==> src/rtl/enc_rate_pkg.sv <==
package enc_rate_pkg;

  // One decoded encoder event, or none, in a given cycle.
  typedef enum logic [1:0] {
    STEP_NONE = 2'd0,
    STEP_UP   = 2'd1,
    STEP_DN   = 2'd2
  } step_e;

  // Collapses the decoder's strobe/direction pair into a single event.
  function automatic step_e step_of(input logic stb, input logic dir);
    if (!stb)     return STEP_NONE;
    else if (dir) return STEP_UP;
    else          return STEP_DN;
  endfunction

endpackage

==> src/rtl/enc_win_timer.sv <==
module enc_win_timer #(
  parameter int WIN_W = 20
) (
  input  logic             clk,
  input  logic             rst_n,
  input  logic [WIN_W-1:0] win_len,
  output logic             bnd,
  output logic [WIN_W-1:0] tmr_q
);

  localparam logic [WIN_W-1:0] TMR_ONE = {{(WIN_W-1){1'b0}}, 1'b1};

  // ">=" rather than "==" so that a terminal value lowered mid-window
  // cannot strand the timer above it for a full wrap of the counter.
  assign bnd = (tmr_q >= win_len);

  always_ff @(posedge clk) begin
    if (!rst_n)   tmr_q <= '0;
    else if (bnd) tmr_q <= '0;
    else          tmr_q <= tmr_q + TMR_ONE;
  end

endmodule

==> src/rtl/enc_pulse_acc.sv <==
module enc_pulse_acc
  import enc_rate_pkg::*;
#(
  parameter int CNT_W = 16
) (
  input  logic                    clk,
  input  logic                    rst_n,
  input  logic                    bnd,
  input  step_e                   step,
  output logic signed [CNT_W-1:0] cnt_q
);

  localparam logic signed [CNT_W-1:0] CNT_MAX = {1'b0, {(CNT_W-1){1'b1}}};
  localparam logic signed [CNT_W-1:0] CNT_MIN = {1'b1, {(CNT_W-1){1'b0}}};
  localparam logic signed [CNT_W-1:0] CNT_ONE = {{(CNT_W-1){1'b0}}, 1'b1};

  // A pegged count still tells the loop "at least this fast", whereas a
  // wrapped one would flip the sign of the speed.
  function automatic logic signed [CNT_W-1:0] sat_step(
    input logic signed [CNT_W-1:0] base,
    input step_e                   s
  );
    case (s)
      STEP_UP: return (base == CNT_MAX) ? base : base + CNT_ONE;
      STEP_DN: return (base == CNT_MIN) ? base : base - CNT_ONE;
      default: return base;
    endcase
  endfunction

  logic signed [CNT_W-1:0] base;
  logic signed [CNT_W-1:0] cnt_d;

  // On the closing cycle the old total leaves for the estimate register,
  // and this cycle's event seeds the next window.
  assign base  = bnd ? '0 : cnt_q;
  assign cnt_d = sat_step(base, step);

  always_ff @(posedge clk) begin
    if (!rst_n) cnt_q <= '0;
    else        cnt_q <= cnt_d;
  end

  AST_SAT_HI: assert property (@(posedge clk) disable iff (!rst_n)
    (!bnd && step == STEP_UP && cnt_q == CNT_MAX) |=> (cnt_q == CNT_MAX));
  AST_SAT_LO: assert property (@(posedge clk) disable iff (!rst_n)
    (!bnd && step == STEP_DN && cnt_q == CNT_MIN) |=> (cnt_q == CNT_MIN));
  AST_BND_CREDIT: assert property (@(posedge clk) disable iff (!rst_n)
    (bnd && step != STEP_NONE) |=> (cnt_q != '0));

endmodule

==> src/rtl/enc_est_reg.sv <==
module enc_est_reg #(
  parameter int CNT_W = 16
) (
  input  logic                    clk,
  input  logic                    rst_n,
  input  logic                    bnd,
  input  logic signed [CNT_W-1:0] win_cnt,
  output logic signed [CNT_W-1:0] vel_q,
  output logic signed [CNT_W:0]   acc_q,
  output logic                    est_vld,
  output logic                    acc_vld
);

  // One extra bit: two opposite full-scale windows differ by almost 2x range.
  function automatic logic signed [CNT_W:0] cnt_diff(
    input logic signed [CNT_W-1:0] now_c,
    input logic signed [CNT_W-1:0] old_c
  );
    logic signed [CNT_W:0] a;
    logic signed [CNT_W:0] b;
    a = {now_c[CNT_W-1], now_c};
    b = {old_c[CNT_W-1], old_c};
    return a - b;
  endfunction

  logic have_prev;

  always_ff @(posedge clk) begin
    if (!rst_n) begin
      vel_q     <= '0;
      acc_q     <= '0;
      est_vld   <= 1'b0;
      acc_vld   <= 1'b0;
      have_prev <= 1'b0;
    end else begin
      est_vld <= bnd;
      if (bnd) begin
        vel_q     <= win_cnt;
        // After reset vel_q holds no real window, so differencing against it
        // would report a spurious jump.
        acc_q     <= have_prev ? cnt_diff(win_cnt, vel_q) : '0;
        acc_vld   <= have_prev;
        have_prev <= 1'b1;
      end
    end
  end

  AST_VLD_PULSE: assert property (@(posedge clk) disable iff (!rst_n)
    !bnd |=> !est_vld);
  AST_HOLD: assert property (@(posedge clk) disable iff (!rst_n)
    !bnd |=> ($stable(vel_q) && $stable(acc_q) && $stable(acc_vld)));
  AST_ACC_WITH_EST: assert property (@(posedge clk) disable iff (!rst_n)
    $rose(acc_vld) |-> est_vld);
  AST_ACC_ZERO_FIRST: assert property (@(posedge clk) disable iff (!rst_n)
    (est_vld && !acc_vld) |-> (acc_q == '0));

endmodule

==> src/rtl/enc_rate_est.sv <==
module enc_rate_est
  import enc_rate_pkg::*;
#(
  parameter int CNT_W = 16,
  parameter int WIN_W = 20
) (
  input  logic                    clk,
  input  logic                    rst_n,
  input  logic                    cnt_stb,
  input  logic                    cnt_dir,
  input  logic [WIN_W-1:0]        win_len,
  output logic signed [CNT_W-1:0] vel_q,
  output logic signed [CNT_W:0]   acc_q,
  output logic                    est_vld,
  output logic                    acc_vld
);

  // Named internal events, visible to the assertions below.
  logic                    win_bnd;
  logic [WIN_W-1:0]        win_tmr;
  step_e                   win_step;
  logic signed [CNT_W-1:0] run_cnt;

  assign win_step = step_of(cnt_stb, cnt_dir);

  enc_win_timer #(.WIN_W(WIN_W)) u_timer (
    .clk     (clk),
    .rst_n   (rst_n),
    .win_len (win_len),
    .bnd     (win_bnd),
    .tmr_q   (win_tmr)
  );

  enc_pulse_acc #(.CNT_W(CNT_W)) u_acc (
    .clk   (clk),
    .rst_n (rst_n),
    .bnd   (win_bnd),
    .step  (win_step),
    .cnt_q (run_cnt)
  );

  enc_est_reg #(.CNT_W(CNT_W)) u_est (
    .clk     (clk),
    .rst_n   (rst_n),
    .bnd     (win_bnd),
    .win_cnt (run_cnt),
    .vel_q   (vel_q),
    .acc_q   (acc_q),
    .est_vld (est_vld),
    .acc_vld (acc_vld)
  );

  AST_RESTART_ON_PUBLISH: assert property (@(posedge clk) disable iff (!rst_n)
    est_vld |-> (win_tmr == '0));
  AST_PUBLISH_MATCHES_WINDOW: assert property (@(posedge clk) disable iff (!rst_n)
    win_bnd |=> (vel_q == $past(run_cnt)));

endmodule

==> config.mk <==
export PLATFORM = sky130hd
export DESIGN_NAME = enc_rate_est
export DESIGN_NICKNAME = d
export VERILOG_FILES = /design/src/rtl/enc_rate_pkg.sv /design/src/rtl/enc_win_timer.sv /design/src/rtl/enc_pulse_acc.sv /design/src/rtl/enc_est_reg.sv /design/src/rtl/enc_rate_est.sv
export SDC_FILE = /design/constraint.sdc
export NUM_CORES = 1
export LEC_CHECK = 0
export ABC_AREA = 1
export BUFFER_PORTS_ARGS = -buffer_cell sky130_fd_sc_hd__buf_2
export CAP_MARGIN = 20
export CORE_MARGIN = 5
export CORE_UTILIZATION = 45
export CTS_BUF_LIST = sky130_fd_sc_hd__clkbuf_16
export DETAILED_ROUTE_END_ITERATION = 7
export PLACE_DENSITY = 0.65
export SLEW_MARGIN = 20
export SYNTH_ARGS = -nofsm -noshare
export SYNTH_HDL_FRONTEND = slang
export SYNTH_HIERARCHICAL = 1
export SYNTH_SLANG_ARGS = --single-unit
==> constraint.sdc <==
create_clock -name clk -period 3.41 [get_ports clk]
set_input_delay 0.5115 -clock clk [delete_from_list [all_inputs] [get_ports clk]]
set_output_delay 0.5115 -clock clk [all_outputs]
set_load 0.05 [all_outputs]
== After elaboration in Yosys (flattened, before gate mapping) ==
Index checks and enable logic that the tools add are counted.

* Register bits: 72
* Bits of input ports: 24
* Output and inout bits: 35
* Word-level logic and storage cells: 25

* Add/subtract/negate cells: 4
* Order comparisons: 1
* Equality and inequality tests: 4
* Mux-type cells: 7
* Bitwise operators: 1
* Reduce and logical (&&, ||, !) cells: 1

{| class="wikitable"
|+ Operators by type and width
! kind !! number
|-
| 16-bit two-way mux || 3
|-
| 16-bit equality test (second input constant) || 2
|-
| 16-bit case mux with 2 select lines || 1
|-
| 20-bit by 1-bit adder with 20-bit output (second input constant) || 1
|-
| 20-bit greater-or-equal comparator || 1
|-
| 17-bit two-way mux || 1
|-
| 16-bit by 16-bit subtractor with 17-bit output || 1
|-
| 16-bit by 2-bit adder with 16-bit output (second input constant) || 1
|-
| 16-bit by 2-bit subtractor with 16-bit output (second input constant) || 1
|-
| 2-bit two-way mux || 2
|-
| 2-bit by 1-bit equality test with 1-bit output (second input constant) || 1
|-
| 2-bit equality test (second input constant) || 1
|-
| 2-bit OR reduction || 1
|-
| 1-bit NOT || 1
|}

== Longest topological paths before layout ==
* Depth after elaboration: 5
* Gate-level depth with buffers: 30
* Gate-level depth less buffers: 27

== Modules after synthesis ==
Netlist, hierarchy kept.

{| class="wikitable"
|+ Modules (own cells, without submodules)
! module !! times used !! cells an instance !! area each (um^2) !! seq. area each (um^2)
|-
| enc_est_reg || 1 || 352 || 2309.7 || 720.7
|-
| enc_pulse_acc || 1 || 367 || 2030.7 || 320.3
|-
| enc_win_timer || 1 || 227 || 1546.5 || 400.4
|-
| enc_rate_est || 1 || 4 || 17.5 || 0.0
|}

== Least setup slack after synthesis ==
Ideal clock, no wire load.

* Kind: in2reg
* Start: input port win_len[11]
* End: register u_acc.cnt_q[15]
* Setup time: 0.109 ns
* Arrival time: 3.072 ns
* Data required time: 3.301 ns
* Slack: 0.229 ns
* Stages: 24
* Path buffers: 4
* Cells stage by stage: inv_1 ha_1 a21o_1 nor2_1 nand2_1 a21oi_1 nand2_1 buf_6 inv_6 buf_12 buf_6 nand2_4 inv_2 ha_1 nand2_1 nor2_4 inv_2 nor2_4 nand2_4 buf_6 nand4_1 nand3_1 nand2_1 inv_1

* Cells in the longest elaborated chain, start to end: 5
* Elaborated cells on any way between the ends: 9
* Classes of those cells: add/sub: 2; order compare: 1; eq/ne: 2; mux: 4

{| class="wikitable"
|+ Ends and longest elaborated chain
! item !! line !! RTL
|-
| from (decl) || enc_rate_est.sv:11 || <nowiki>input logic [WIN_W-1:0] win_len,</nowiki>
|-
| 20-bit greater-or-equal comparator (*) || enc_win_timer.sv:15 || <nowiki>assign bnd = (tmr_q >= win_len);</nowiki>
|-
| net win_bnd || enc_rate_est.sv:19 || <nowiki>logic win_bnd;</nowiki>
|-
| 16-bit two-way mux (*) || enc_pulse_acc.sv:35 || <nowiki>assign base = bnd ? '0 : cnt_q;</nowiki>
|-
| 16-bit by 2-bit subtractor with 16-bit output (tied with other cells) || enc_pulse_acc.sv:25 || <nowiki>STEP_DN: return (base == CNT_MIN) ? base : base - CNT_ONE;</nowiki>
|-
| 16-bit two-way mux, on equally long branches || enc_pulse_acc.sv:25, enc_pulse_acc.sv:24 ||
|-
| 16-bit case mux with 2 select lines (*) || enc_pulse_acc.sv:23 || <nowiki>case (s)</nowiki>
|-
| to (signal assigned) || enc_pulse_acc.sv:40 || <nowiki>else cnt_q <= cnt_d;</nowiki>
|-
| to (decl) || enc_pulse_acc.sv:10 || <nowiki>output logic signed [CNT_W-1:0] cnt_q</nowiki>
|}

Mark *: on every way through the listed nets, which the timed path passes. The rest lies on a longest branch.
A chain may end at the register's enable or synchronous reset.

== Worst setup path in the final report ==
* Start: register u_timer.tmr_q[17]
* End: register u_acc.cnt_q[4]

* Cells in the longest elaborated chain, start to end: 5
* Elaborated cells on any way between the ends: 9
* Classes of those cells: add/sub: 2; order compare: 1; eq/ne: 2; mux: 4

{| class="wikitable"
|+ Ends and longest elaborated chain
! item !! line !! RTL
|-
| from (decl) || enc_win_timer.sv:8 || <nowiki>output logic [WIN_W-1:0] tmr_q</nowiki>
|-
| from (signal assigned) || enc_win_timer.sv:20 || <nowiki>else tmr_q <= tmr_q + TMR_ONE;</nowiki>
|-
| 20-bit greater-or-equal comparator (*) || enc_win_timer.sv:15 ||
|-
| net win_bnd || enc_rate_est.sv:19 ||
|-
| 16-bit two-way mux (*) || enc_pulse_acc.sv:35 ||
|-
| 16-bit by 2-bit subtractor with 16-bit output (tied with other cells) || enc_pulse_acc.sv:25 ||
|-
| 16-bit two-way mux, on equally long branches || enc_pulse_acc.sv:25, enc_pulse_acc.sv:24 ||
|-
| 16-bit case mux with 2 select lines (*) || enc_pulse_acc.sv:23 ||
|}

Marked as above.

==> impl_metrics.ini <==
[outcome]
outcome = finished, final reports clean

[clock_tree]
cts_tree = built
numCtsBuffers = 9
cts_setup_buffers = 0
clkTransAtPathRegs_ns = 0.06
clk_path_buf_depth = 2
h-tree-depth = 3
cts_root_buffer = clkbuf_16
cts.sinks = 72
clk_latency_ns = 0.35

[global_route]
grt.overflow.total = 0
antenna_found_initial = 0
grt_pass1_wl_um = 26400
grt_max_degree = 47
grtUsageTotal_pct = 20.2
grt_pass1_vias = 5563

[die]
start_util_pct = 46.4
rows = 41
core-area_mm2 = 0.0127
die_area_mm2 = 0.0155
top_level_ports = 59
die_x_um = 125
die_h_um = 125

[placement]
dp_hpwl_um = 11700
dpl_cell_area_mm2 = 0.00636
gp_congestion = 0.966
port_buffers = 58
dpl_worst_slack_ns = 0.131

[logic_synthesis]
syn_area_per_cell_um2 = 6.22
synth.area.mux_share_pct = 0
synthTopCellsByArea = dfxtp_1 24%, nand2_1 16%, inv_1 9.7%, ha_1 8.9%, nor2_1 6.0%
netlist_area_mm2 = 0.00590
ys_warn_count = 6
synth_top_area_cell = dfxtp_1
synth_top_family_by_area = simple AND/OR/NAND/NOR gates
syn_inst = 950
synth_xor_area_share_pct = 2.67
synth_nets = 1017
netlist.area_leader.share_pct = 24.4
synth_seq_cells = 72
seq_area_frac_synth_pct = 24.4
ys_types = 39
synth_simple_gate_area_share_pct = 39.9
synth_compound_area_share_pct = 10.7
synthAdderAreaFrac_pct = 9.24

[run]
cap_violations = 0

[timing]
finalSetupViolCount = 0
rsz0062_at_grt = no
finalCritPeriodShare_pct = 91.5
fin_ws_ns = 0.290
fin_skew_ns = 0.0126
period_needed_ns = 3.12
drv_slew = 0
relSlewSlack_pct = 51.5
fin_setup_tns_ns = 0
fmax_mhz = 320
hold_viol = 0
worst_pin_slew_ns = 0.728

[power_and_ir_drop]
powerDensity_mw_per_mm2 = 419
p_leak_nw = 3.44
ir_drop_uv = 225

[critical_path]
cp-start-kind = register
cp_slowest_cell = dfxtp_1
reg2reg_depth = 21
crit_type = register to register
cpMostUsedCell = nand2_1
crit_start = u_timer/tmr_q[17]$_SDFF_PP0_
cpPeakStageDelay_ns = 0.43
regToRegSetupSlack_ns = 0.29
path_cells = ha_1 -> a21oi_1 -> nor2_1 -> nor2_1 -> nand2_1 -> a21oi_1 -> nand2_1 -> inv_6 -> nand2_4 -> inv_2 -> ha_1 -> nand2_1 -> nor2_4 -> inv_2 -> nor2_4 -> nand2_4 -> nand2_1 -> a21oi_1 -> o21ai_0 -> nand2_1 -> inv_1
r2r_end = u_acc/cnt_q[4]$_SDFF_PN0_
cp.required_ns = 3.70
cp_max_fo = 14
rr_startpoint = u_timer/tmr_q[17]$_SDFF_PP0_
crit_arrival_ns = 3.41
end_kind = register

[routing]
first_iter_violations = 467
wl_per_cell_um = 13.1
vias_per_cell = 5.06
drtAntennaViolNets = 0
num_vias = 5995
wirelength_um = 15500
drt-pass1-iter-count = 6
drc = 0

[hold_path]
holdPathStages = 2
min_to = u_est/acc_q[15]$_SDFFE_PN0P_
min-delay-start = u_est/acc_q[15]$_SDFFE_PN0P_
min_path_type = register to register

[finish]
layout-drive-gt1-share_pct = 16.2
stdcell_area_mm2 = 0.00673
nets = 1075
multiInputGateArea_mm2 = 0.00369
fillCellCount = 1361
areaGrowthSynthToFinish_pct = 13.9
n_antenna_cell = 0
seq_area_mm2 = 0.00144
-- through the flow --
step                utilization (%)  hold slack (ns)  cells  total power [mW]
global route                   52.9            0.492   1185              3.00
global placement               50.0            0.447   1169              1.65
CTS                            52.9            0.462   1185              2.84
finish                         52.9            0.458   1185              2.82
floorplan                         -            0.435    950              1.49
detailed placement             50.0            0.447   1169              1.65
-- layout make-up --
type,count,share of cell area (%)
clock buffer,9,3.35
sequential,72,21.4
multi-input combinational,690,54.9
timing repair buffer,68,5.62
clock inverter,7,2.14
tap,172,3.20
inverter,167,9.39
-- registers in the layout, summed over array words and instances, names as in the netlist --
register / flops
u_timer/tmr_q: 20
u_est/acc_q: 17
u_acc/cnt_q: 16
u_est/vel_q: 16
u_est/acc_vld: 1
u_est/est_vld: 1
u_est/have_prev: 1
-- cells by family (layout without fill, tap and decap cells) --
| family | Yosys count | after routing |
|---|---|---|
| and+or+nand+nor | 510 | 510 |
| buffers and inverters | 188 | 251 |
| AOI/OAI and AO/OA | 119 | 119 |
| DFF | 72 | 72 |
| adders and majority gates | 43 | 43 |
| xor gates and xnor gates | 18 | 18 |
-- worst max-delay path: cells and delay by family, from the launching register on --
| family | cells | cell delay (ns) |
|---|---|---|
| compound gates | 4 | 0.49 |
| buf+inv | 4 | 0.41 |
| fa+ha+maj | 2 | 0.52 |
| simple gates | 11 | 1.20 |
| flops | 1 | 0.43 |
-- synth_stat cells, drive strengths merged --
cell type / n
nand2: 286
inv: 162
nor2: 114
dfxtp: 72
nand3: 70
a21oi: 67
o21ai: 47
ha: 42
nand4: 22
buf: 14
xor2: 13
nor3: 9
clkbuf: 7
clkinv: 5
nand3b: 5
xnor2: 5
or2: 3
a21o: 2
a2bb2oi: 2
a31oi: 1
and2: 1
fa: 1
-- worst max-delay path by stage --
stage	endpoint	slack [ns]	cells past startpoint
final	u_acc/cnt_q[4]$_SDFF_PN0_	0.29	21
after global routing	u_acc/cnt_q[4]$_SDFF_PN0_	0.003	23
after CTS	u_acc/cnt_q[4]$_SDFF_PN0_	0.33	21
after detailed placement	u_acc/cnt_q[15]$_SDFF_PN0_	0.13	21
after global placement	u_acc/cnt_q[11]$_SDFF_PN0_	0.15	19
after floorplan	u_acc/cnt_q[15]$_SDFF_PN0_	0.23	24
-- per-layer routing --
metal / vias up / share of wire [%] / track usage [%]
met4: 0 / 1.8 / 8.06
met1: 2678 / 48 / 28.2
met5: - / 0 / 0
met2: 192 / 43 / 30.7
met3: 19 / 6.7 / 3.73
li1: 3106 / - / -
-- what timing repair did --
item,CTS,global route
resized for setup,0,1
setup endpoints to repair,0,2
endpoints found under the hold margin,0,0
hold buffers,0,0
-- placed cells by master (no fill, tap or decap), types with 2 or more instances in the layout --
cell type | Yosys | layout
o21ai_2 | 2 | 2
clkbuf_16 | 0 | 9
nor3_2 | 5 | 5
nand3_1 | 61 | 61
nand4_1 | 22 | 22
buf_4 | 1 | 9
nand2_2 | 21 | 21
xnor2_1 | 5 | 5
inv_2 | 9 | 9
or2_0 | 2 | 2
o21ai_1 | 4 | 4
xor2_1 | 13 | 13
ha_1 | 42 | 42
a21oi_2 | 4 | 4
buf_2 | 8 | 58
bufinv_16 | 0 | 4
nand2_4 | 6 | 6
nor2_4 | 6 | 6
inv_1 | 152 | 152
nor2_1 | 94 | 94
a2bb2oi_1 | 2 | 2
dfxtp_1 | 72 | 71
clkinvlp_4 | 0 | 2
nor2_2 | 14 | 14
clkinv_1 | 5 | 5
o21ai_0 | 41 | 41
nand3_2 | 9 | 9
a21oi_1 | 63 | 63
nor3_1 | 3 | 3
nand2_1 | 259 | 259
nand3b_1 | 5 | 5
a21o_1 | 2 | 2
-- power breakdown --
part	internal [mW]	total (mW)	switching, mW
Clock	0.789	1.17	0.382
Sequential	0.864	0.908	0.0445
Combinational	0.253	0.741	0.487
Total	1.91	2.82	0.914
Note: power is estimated with default switching activity, not from simulation.
